===== config.mk =====
export PLATFORM = sky130hd
export DESIGN_NAME = sfp_round_pack
export DESIGN_NICKNAME = d
export VERILOG_FILES = /design/src/rtl/sfp_rp_pkg.sv /design/src/rtl/sfp_lzc.sv /design/src/rtl/sfp_norm_stage.sv /design/src/rtl/sfp_round_core.sv /design/src/rtl/sfp_pack.sv /design/src/rtl/sfp_round_pack.sv
export SDC_FILE = /design/constraint.sdc
export NUM_CORES = 1
export LEC_CHECK = 0
export ABC_CLOCK_PERIOD_IN_PS = 44500
export BUFFER_PORTS_ARGS = -buffer_cell sky130_fd_sc_hd__buf_2
export CAP_MARGIN = 20
export CORE_AREA = 2 2 152 154
export DETAILED_ROUTE_END_ITERATION = 12
export DIE_AREA = 0 0 154 156
export PLACE_DENSITY_LB_ADDON = 0.2
export SLEW_MARGIN = 5
export SYNTH_ARGS = -nofsm -noshare
export SYNTH_HDL_FRONTEND = slang
export SYNTH_SLANG_ARGS = --single-unit

===== constraint.sdc =====
create_clock -name clk -period 44.5 [get_ports clk]
set_clock_uncertainty 0.15 [all_clocks]
set_input_delay 11.125 -clock clk [delete_from_list [all_inputs] [get_ports clk]]
set_output_delay 11.125 -clock clk [all_outputs]
set_load 0.03 [all_outputs]

===== src/rtl/sfp_rp_pkg.sv =====
// Package: constants and types shared by the normalise/round/pack stage.
// Assumes a 32-bit significand with eight bits below the kept LSB.
package sfp_rp_pkg;
    localparam int SIG_W     = 32;           // significand width
    localparam int GRD_W     = 7;            // guard field below the packed mantissa
    localparam int RB_W      = GRD_W + 1;    // bits dropped by the final pack
    localparam int EXP_W     = 12;           // signed extended exponent width
    localparam int FEXP_W    = 8;            // packed exponent field
    localparam int MANT_W    = 23;           // packed mantissa field
    localparam int EXP_SPEC  = 255;          // infinity / NaN exponent
    localparam int EXP_OVF   = 254;          // overflow threshold
    localparam int EXP_MAXF  = 253;          // exponent giving max finite
    localparam int NFLAG     = 4;

    // flag bit positions
    localparam int FL_IXC = 0;
    localparam int FL_UFC = 1;
    localparam int FL_OFC = 2;
    localparam int FL_IOC = 3;

    typedef enum logic [1:0] {
        RM_NEAR = 2'b00,
        RM_UP   = 2'b01,
        RM_DOWN = 2'b10,
        RM_ZERO = 2'b11
    } rmode_e;
endpackage


===== src/rtl/sfp_lzc.sv =====
// Leading-zero counter. Returns W when the vector is all zero.
// Assumes nothing about the input.
module sfp_lzc #(
    parameter int W  = 32,
    parameter int CW = $clog2(W) + 1
) (
    input  logic [W-1:0]  vec,
    output logic [CW-1:0] cnt
);
    // scan from LSB upward; the last set bit found is the most significant
    always_comb begin
        cnt = CW'(W);
        for (int i = 0; i < W; i++) begin
            if (vec[i]) cnt = CW'(W - 1 - i);
        end
    end
endmodule


===== src/rtl/sfp_norm_stage.sv =====
// Classifies the input, normalises the significand to bit 31 and, for a
// negative exponent, denormalises it with a sticky right shift.
// Assumes the input exponent leaves room for subtracting SIG_W.
module sfp_norm_stage
    import sfp_rp_pkg::*;
#(
    parameter int SW = SIG_W,
    parameter int EW = EXP_W,
    parameter int RB = RB_W
) (
    input  logic                 pending,
    input  logic signed [EW-1:0] in_exp,
    input  logic [SW-1:0]        in_sig,
    output logic                 is_pass,
    output logic                 is_zero,
    output logic                 tiny,
    output logic signed [EW-1:0] n_exp,
    output logic [SW-1:0]        n_sig,
    output logic                 uf_cand
);
    localparam int CW = $clog2(SW) + 1;

    logic [CW-1:0]        lz;
    logic [SW-1:0]        sh_sig;
    logic signed [EW-1:0] sh_exp;
    logic [EW-1:0]        amt;
    logic [SW-1:0]        den;

    sfp_lzc #(.W(SW), .CW(CW)) lzc_i (.vec(in_sig), .cnt(lz));

    // classify pass-through and zero inputs
    always_comb begin
        is_zero = (in_sig == '0);
        is_pass = (in_exp == EW'(EXP_SPEC)) && (is_zero || pending);
    end

    // normalise, then jam-shift tiny values into the denormal range
    always_comb begin
        sh_sig  = in_sig << lz;
        sh_exp  = in_exp - EW'(lz);
        tiny    = sh_exp[EW-1];
        amt     = EW'(0) - sh_exp;
        den     = (sh_sig >> amt) | SW'(|(sh_sig & ~({SW{1'b1}} << amt)));
        n_exp   = tiny ? '0 : sh_exp;
        n_sig   = tiny ? den : sh_sig;
        uf_cand = tiny && (|den[RB-1:0]);
    end
endmodule


===== src/rtl/sfp_round_core.sv =====
// Picks the rounding increment, renormalises on carry-out, adds it, and
// decides overflow, underflow and inexact. Assumes a normalised or
// denormalised significand and a non-negative exponent.
module sfp_round_core
    import sfp_rp_pkg::*;
#(
    parameter int SW = SIG_W,
    parameter int EW = EXP_W,
    parameter int RB = RB_W
) (
    input  logic                 sign,
    input  rmode_e               mode,
    input  logic signed [EW-1:0] exp_in,
    input  logic [SW-1:0]        sig_in,
    input  logic                 uf_cand,
    output logic [FEXP_W-1:0]    r_exp,
    output logic [SW-1:0]        r_sig,
    output logic                 ovf,
    output logic                 ixc,
    output logic                 ufc
);
    localparam logic [SW-1:0] HALF = SW'(1) << (RB - 1);
    localparam logic [SW-1:0] ALL  = (SW'(1) << RB) - SW'(1);
    localparam logic [SW-1:0] MAXS = {1'b0, {(SW-1){1'b1}}};
    localparam logic [SW-1:0] TOPB = {1'b1, {(SW-1){1'b0}}};

    logic [SW-1:0]        incr, incr2, sig2, sig3;
    logic [SW:0]          sum;
    logic                 carry;
    logic signed [EW-1:0] exp2, fexp;

    // mode-dependent increment
    always_comb begin
        case (mode)
            RM_NEAR: incr = sig_in[RB] ? HALF : HALF - SW'(1);
            RM_ZERO: incr = '0;
            default: incr = ((mode == RM_UP) ^ sign) ? ALL : '0;
        endcase
    end

    // carry-out renormalisation and the increment itself
    always_comb begin
        sum   = {1'b0, sig_in} + {1'b0, incr};
        carry = sum[SW];
        exp2  = carry ? exp_in + EW'(1) : exp_in;
        sig2  = carry ? ({1'b0, sig_in[SW-1:1]} | SW'(sig_in[0])) : sig_in;
        incr2 = carry ? (incr >> 1) : incr;
        sig3  = carry ? sig2 + incr2 : sum[SW-1:0];
    end

    // overflow, underflow, inexact and final fields
    always_comb begin
        ovf  = (exp2 >= $signed(EW'(EXP_OVF)));
        fexp = (sig3[SW-1:RB] == '0) ? '0 : exp2;
        if (ovf) begin
            ixc   = 1'b1;
            ufc   = 1'b0;
            r_exp = (incr2 == '0) ? FEXP_W'(EXP_MAXF) : FEXP_W'(EXP_SPEC);
            r_sig = (incr2 == '0) ? MAXS : '0;
        end else begin
            ixc   = |sig2[RB-1:0];
            ufc   = uf_cand && !((fexp != '0) || (sig3 > TOPB));
            r_exp = fexp[FEXP_W-1:0];
            r_sig = sig3 >> 1;
        end
    end
endmodule


===== src/rtl/sfp_pack.sv =====
// Packs sign, exponent field and significand into a single-precision
// word; the hidden bit at significand bit 30 carries into the exponent.
module sfp_pack
    import sfp_rp_pkg::*;
#(
    parameter int SW = SIG_W
) (
    input  logic              sign,
    input  logic [FEXP_W-1:0] exp_f,
    input  logic [SW-1:0]     sig,
    output logic [31:0]       word
);
    // sum exponent and shifted significand through the carry
    always_comb begin
        word = {sign, {exp_f, MANT_W'(0)} + 31'(sig >> GRD_W)};
    end
endmodule


===== src/rtl/sfp_round_pack.sv =====
// Top: normalise, round and pack an unpacked single-precision result,
// registered once. Assumes the exponent is biased one below the field
// and lies well inside the signed EXP_W range.
module sfp_round_pack
    import sfp_rp_pkg::*;
#(
    parameter int EXP_W_P = EXP_W,
    parameter int SIG_W_P = SIG_W
) (
    input  logic                      clk,
    input  logic                      rst_n,
    input  logic                      in_valid,
    input  logic                      in_sign,
    input  logic signed [EXP_W_P-1:0] in_exp,
    input  logic [SIG_W_P-1:0]        in_sig,
    input  logic [NFLAG-1:0]          in_flags,
    input  logic [1:0]                rnd_mode,
    output logic                      out_valid,
    output logic [31:0]               out_word,
    output logic [NFLAG-1:0]          out_flags
);
    logic                      is_pass, is_zero, tiny, uf_cand;
    logic signed [EXP_W_P-1:0] n_exp;
    logic [SIG_W_P-1:0]        n_sig, rc_sig, mx_sig;
    logic [FEXP_W-1:0]         rc_exp, mx_exp;
    logic                      rc_ovf, rc_ixc, rc_ufc;
    logic [NFLAG-1:0]          mx_flags;
    logic [31:0]               pk_word;

    sfp_norm_stage #(.SW(SIG_W_P), .EW(EXP_W_P), .RB(RB_W)) norm_i (
        .pending (|in_flags),
        .in_exp  (in_exp),
        .in_sig  (in_sig),
        .is_pass (is_pass),
        .is_zero (is_zero),
        .tiny    (tiny),
        .n_exp   (n_exp),
        .n_sig   (n_sig),
        .uf_cand (uf_cand)
    );

    sfp_round_core #(.SW(SIG_W_P), .EW(EXP_W_P), .RB(RB_W)) round_i (
        .sign    (in_sign),
        .mode    (rmode_e'(rnd_mode)),
        .exp_in  (n_exp),
        .sig_in  (n_sig),
        .uf_cand (uf_cand),
        .r_exp   (rc_exp),
        .r_sig   (rc_sig),
        .ovf     (rc_ovf),
        .ixc     (rc_ixc),
        .ufc     (rc_ufc)
    );

    // select pass-through, zero or rounded fields and flags
    always_comb begin
        if (is_pass) begin
            mx_exp   = in_exp[FEXP_W-1:0];
            mx_sig   = in_sig;
            mx_flags = in_flags;
        end else if (is_zero) begin
            mx_exp   = '0;
            mx_sig   = '0;
            mx_flags = in_flags;
        end else begin
            mx_exp   = rc_exp;
            mx_sig   = rc_sig;
            mx_flags = in_flags;
            mx_flags[FL_OFC] = in_flags[FL_OFC] | rc_ovf;
            mx_flags[FL_UFC] = in_flags[FL_UFC] | rc_ufc;
            mx_flags[FL_IXC] = in_flags[FL_IXC] | rc_ixc;
        end
    end

    sfp_pack #(.SW(SIG_W_P)) pack_i (
        .sign  (in_sign),
        .exp_f (mx_exp),
        .sig   (mx_sig),
        .word  (pk_word)
    );

    // output register with valid follow and hold
    always_ff @(posedge clk) begin
        if (!rst_n) begin
            out_valid <= 1'b0;
            out_word  <= '0;
            out_flags <= '0;
        end else begin
            out_valid <= in_valid;
            if (in_valid) begin
                out_word  <= pk_word;
                out_flags <= mx_flags;
            end
        end
    end

    // valid follows with one cycle latency, outputs hold when idle
    p_valid_follow_r11: assert property (@(posedge clk) disable iff (!rst_n)
        in_valid |=> out_valid);
    p_valid_drop_r11: assert property (@(posedge clk) disable iff (!rst_n)
        !in_valid |=> !out_valid);
    p_hold_r11: assert property (@(posedge clk) disable iff (!rst_n)
        !in_valid |=> ($stable(out_word) && $stable(out_flags)));
    // a normal (non-tiny) nonzero value reaches rounding with bit 31 set
    p_norm_msb_r3: assert property (@(posedge clk) disable iff (!rst_n)
        (in_valid && !is_zero && !tiny) |-> n_sig[SIG_W_P-1]);
    // a denormalised significand never keeps the top bit
    p_tiny_msb_r4: assert property (@(posedge clk) disable iff (!rst_n)
        (in_valid && !is_zero && tiny) |-> !n_sig[SIG_W_P-1]);
    // a rounded non-overflow result with nonzero exponent keeps its hidden bit
    p_hidden_bit_r6: assert property (@(posedge clk) disable iff (!rst_n)
        (in_valid && !is_zero && !rc_ovf && rc_exp != '0) |-> rc_sig[SIG_W_P-2]);
    // an overflow packs to infinity or max finite
    p_ovf_word_r8: assert property (@(posedge clk) disable iff (!rst_n)
        (in_valid && !is_pass && !is_zero && rc_ovf) |->
        (pk_word[30:0] == 31'h7F800000 || pk_word[30:0] == 31'h7F7FFFFF));
    // underflow is only raised together with inexact
    p_uf_ixc_r9: assert property (@(posedge clk) disable iff (!rst_n)
        (in_valid && rc_ufc) |-> rc_ixc);
    // a zero significand packs a signed zero
    p_zero_word_r2: assert property (@(posedge clk) disable iff (!rst_n)
        (in_valid && is_zero && !is_pass) |-> (pk_word[30:0] == '0));
endmodule


==> flow_metrics.py <==
metrics = {
    "run_status": {
        "outcome": "complete, no violations",
    },
    "critical_path": {
        "critPathCaptureType": "flip-flop",
        "critPathSlowestCell": "or4_1",
        "r2r_start": "out_flags[1]$_SDFFE_PN0P_",
        "rrSetupSlack_ps": 43540,
        "worstSetupPathType": "in -> reg",
        "rr_worst_depth": 3,
        "arrival_ps": 26570,
        "crit_required_ps": 44560,
        "cpPeakStageDelay_ps": 790,
        "path_common_cell": "a21oi_1",
        "reg2reg_to": "out_flags[1]$_SDFFE_PN0P_",
        "startpoint_type": "input port",
        "path_max_fanout": 33,
    },
    "clock_tree": {
        "hold_buffers": 0,
        "cts_tree": "built",
        "clock-sinks": 37,
        "cts_buffers": 5,
        "root_buffer": "clkbuf_16",
        "htree_levels": 2,
        "clk_latency_ps": 280,
        "clk_pin_slew_worst_paths_ps": 60,
        "cts_buffer_depth": 2,
        "post_cts_resize_count": 0,
        "post-cts-setup-buffers": 0,
    },
    "cells_and_area": {
        "area_growth_pct": 8.07,
        "multiInputGateArea_um2": 9280,
        "drive_above_1_share_pct": 13.1,
        "antenna_cells": 0,
        "register_area_um2": 741,
        "fin_util_pct": 51.2,
        "finish.net_count": 1749,
        "n_fill_cell": 2333,
    },
    "logic_synthesis": {
        "netlist_area_um2": 10600,
        "synth_area_leaders": "a21oi_1 7.6%, dfxtp_1 7.0%, nor2_1 6.6%",
        "ys_async_sr_fraction_pct": 0,
        "synth_fp_nets": 1722,
        "synth-seq-area-share_pct": 7.00,
        "ys_ff_latch": 37,
        "synth.avg_cell_area_um2": 6.47,
        "yosysWarnings": 0,
        "synth_edf_count": 0,
        "ys_types": 102,
        "synth_cells": 1636,
        "yosys.area.top_type": "a21oi_1",
        "yosys.area.top_type_share_pct": 7.61,
        "synth_ff_type": "dfxtp_1",
    },
    "power_and_ir_drop": {
        "power_uw": 311,
        "max-vdd-ir-drop_mv": 0.0301,
        "p_leak_uw": 0.00420,
        "p_per_area_nw_per_um2": 27.2,
    },
    "grt": {
        "grt_pass1_wl_um": 83200,
        "gr-usage-met3_pct": 11.1,
        "grt.busiest_layer": "met2",
        "grt_pass1_vias": 13300,
        "grt_overflow": 0,
        "grt_max_degree": 45,
        "gr-usage-met2_pct": 66.4,
        "use_met1_pct": 59.3,
        "antenna_found_initial": 0,
        "grt_use_total_pct": 44.8,
    },
    "route": {
        "routed_wl_um": 56500,
        "post_drt_wl_per_cell_um": 29.0,
        "antenna_left": 0,
        "drcViolationCount": 0,
        "drt_iter0_markers": 2513,
        "num_vias": 14900,
        "firstDrtPassIters": 7,
        "via_per_inst": 7.63,
    },
    "floorplan": {
        "start_util_pct": 47.3,
        "ios": 91,
        "core-area_um2": 22400,
        "die_x_um": 154,
        "dieArea_um2": 24000,
        "die_y_um": 156,
        "rows": 55,
    },
    "timing": {
        "slew_violations": 0,
        "final-hold-violation-count": 0,
        "final.setup.tns_ps": 0,
        "tightestPinTransition_ps": 1230,
        "max_freq_mhz": 37.7,
        "relSlewSlack_pct": 17.1,
        "fin_crit_ps": 26510,
        "timing.final.crit_share_pct": 59.6,
        "rsz0062_at_grt": "no",
        "setup_viol": 0,
    },
    "place": {
        "dp_hpwl_um": 43700,
        "routabilityCongestion": 1.15,
        "port-buffer-count": 90,
    },
    "run": {
        "cap_viol_max_count": 0,
    },
    "min_path": {
        "hold_path.class": "reg -> reg",
        "hold_path_depth": 2,
        "worstHoldStart": "out_word[28]$_SDFFE_PN0P_",
        "holdPathEnd": "out_word[28]$_SDFFE_PN0P_",
    },
}
[cell families after synthesis]
family	share of synthesized area (%)
DFF	7.00
adders and majority gates	4.07
muxes	4.05
AOI/OAI and AO/OA	42.4
and+or+nand+nor	31.8
xor gates and xnor gates	4.72
buffers and inverters	5.98
[per-layer routing]
metal  part of all wire (%)  vias up
met5                      0        -
met4                    7.2        0
met3                     13      305
met2                     41     1245
met1                     39     6877
li1                       -     6443
[cell type report]
cell class,instances,share of cell area (%)
multi-input combinational,1445,81.1
sequential,37,6.47
clock inverter,1,0.0656
clock buffer,6,1.21
timing repair buffer,132,6.69
tap,285,3.12
inverter,42,1.38
[registers in the layout, indices dropped and copies added (netlist names)]
signal	flops
out_flags	4
out_word	32
out_valid	1
[critical path, delay by kind of cell]
kind / cells / cell delay (ps)
AND/OR/NAND/NOR: 20 / 7650
XOR/XNOR: 2 / 210
multiplexers: 1 / 370
buffers and inverters: 4 / 790
AO/OA/AOI/OAI: 25 / 4880
adder cells (fa/ha/maj): 5 / 1470
[worst max-delay path by stage]
stage | endpoint | depth (start not counted) | start
after floorplan | out_word[26]$_SDFFE_PN0P_ | 57 | in_sig[24]
after global placement | out_word[26]$_SDFFE_PN0P_ | 57 | in_sig[30]
after detailed placement | out_word[26]$_SDFFE_PN0P_ | 57 | in_sig[30]
after CTS | out_word[26]$_SDFFE_PN0P_ | 57 | in_sig[30]
after global routing | out_word[26]$_SDFFE_PN0P_ | 57 | in_sig[30]
final | out_word[26]$_SDFFE_PN0P_ | 57 | in_sig[31]
[Yosys cell counts, types with 8 or more instances]
library cell and instances:
o21ai_0 124, mux2i_1 26, a211oi_1 37, clkbuf_1 85
xnor2_1 37, nand2b_1 10, o2111ai_1 11, nor2_1 187
o21a_1 9, o21bai_1 14, mux2_2 9, o211ai_1 24
nand2_1 130, o32ai_1 8, dfxtp_1 37, a221oi_1 22
nor2b_1 9, ha_1 28, buf_1 8, o22ai_1 16
xor2_1 20, nor4_1 39, a2111oi_0 10, o31a_1 9
o21ai_1 16, or2_2 12, a21oi_1 161, nand3_1 62
o221ai_1 16, or4_1 15, a211o_1 10, nor3_1 63
nand4_1 32, a31oi_1 26, inv_1 36, and2_1 19
o31ai_1 26, a22oi_1 22, a21o_1 17, or3_1 16
and3_1 20, buf_2 11
[layout by cell type, fill, tap and decap left out, types with 11 or more instances in the layout]
cell / instances
a211oi_1: 37
a21o_1: 17
a21oi_1: 160
a221oi_1: 22
a22oi_1: 22
a31oi_1: 26
and2_1: 19
and3_1: 20
buf_2: 90
buf_4: 42
dfxtp_1: 37
ha_1: 28
inv_1: 36
mux2i_1: 26
nand2_1: 130
nand3_1: 62
nand4_1: 32
nor2_1: 186
nor3_1: 63
nor4_1: 38
o2111ai_1: 11
o211ai_1: 24
o21ai_0: 123
o21ai_1: 16
o21bai_1: 14
o221ai_1: 16
o22ai_1: 16
o31ai_1: 26
or2_2: 12
or3_1: 16
or4_1: 15
xnor2_1: 32
xor2_1: 19
[power breakdown]
group	leakage (uW)	switching (uW)	internal [uW]
Combinational	0.00382	169	69.1
Clock	0.0000690	13.5	22.0
Sequential	0.000307	1.57	36.2
Total	0.00420	184	127
[stage by stage]
step	hold WS [ps]	area [um2]	worst slack, ps	instances
after floorplan	445	10600	20840	1636
after global placement	316	11300	18790	1939
after detailed placement	320	11300	18340	1939
after CTS	335	11400	18550	1946
after global routing	354	11400	17210	1948
final	335	11400	17990	1948
Power figures use the tool's default switching activity.
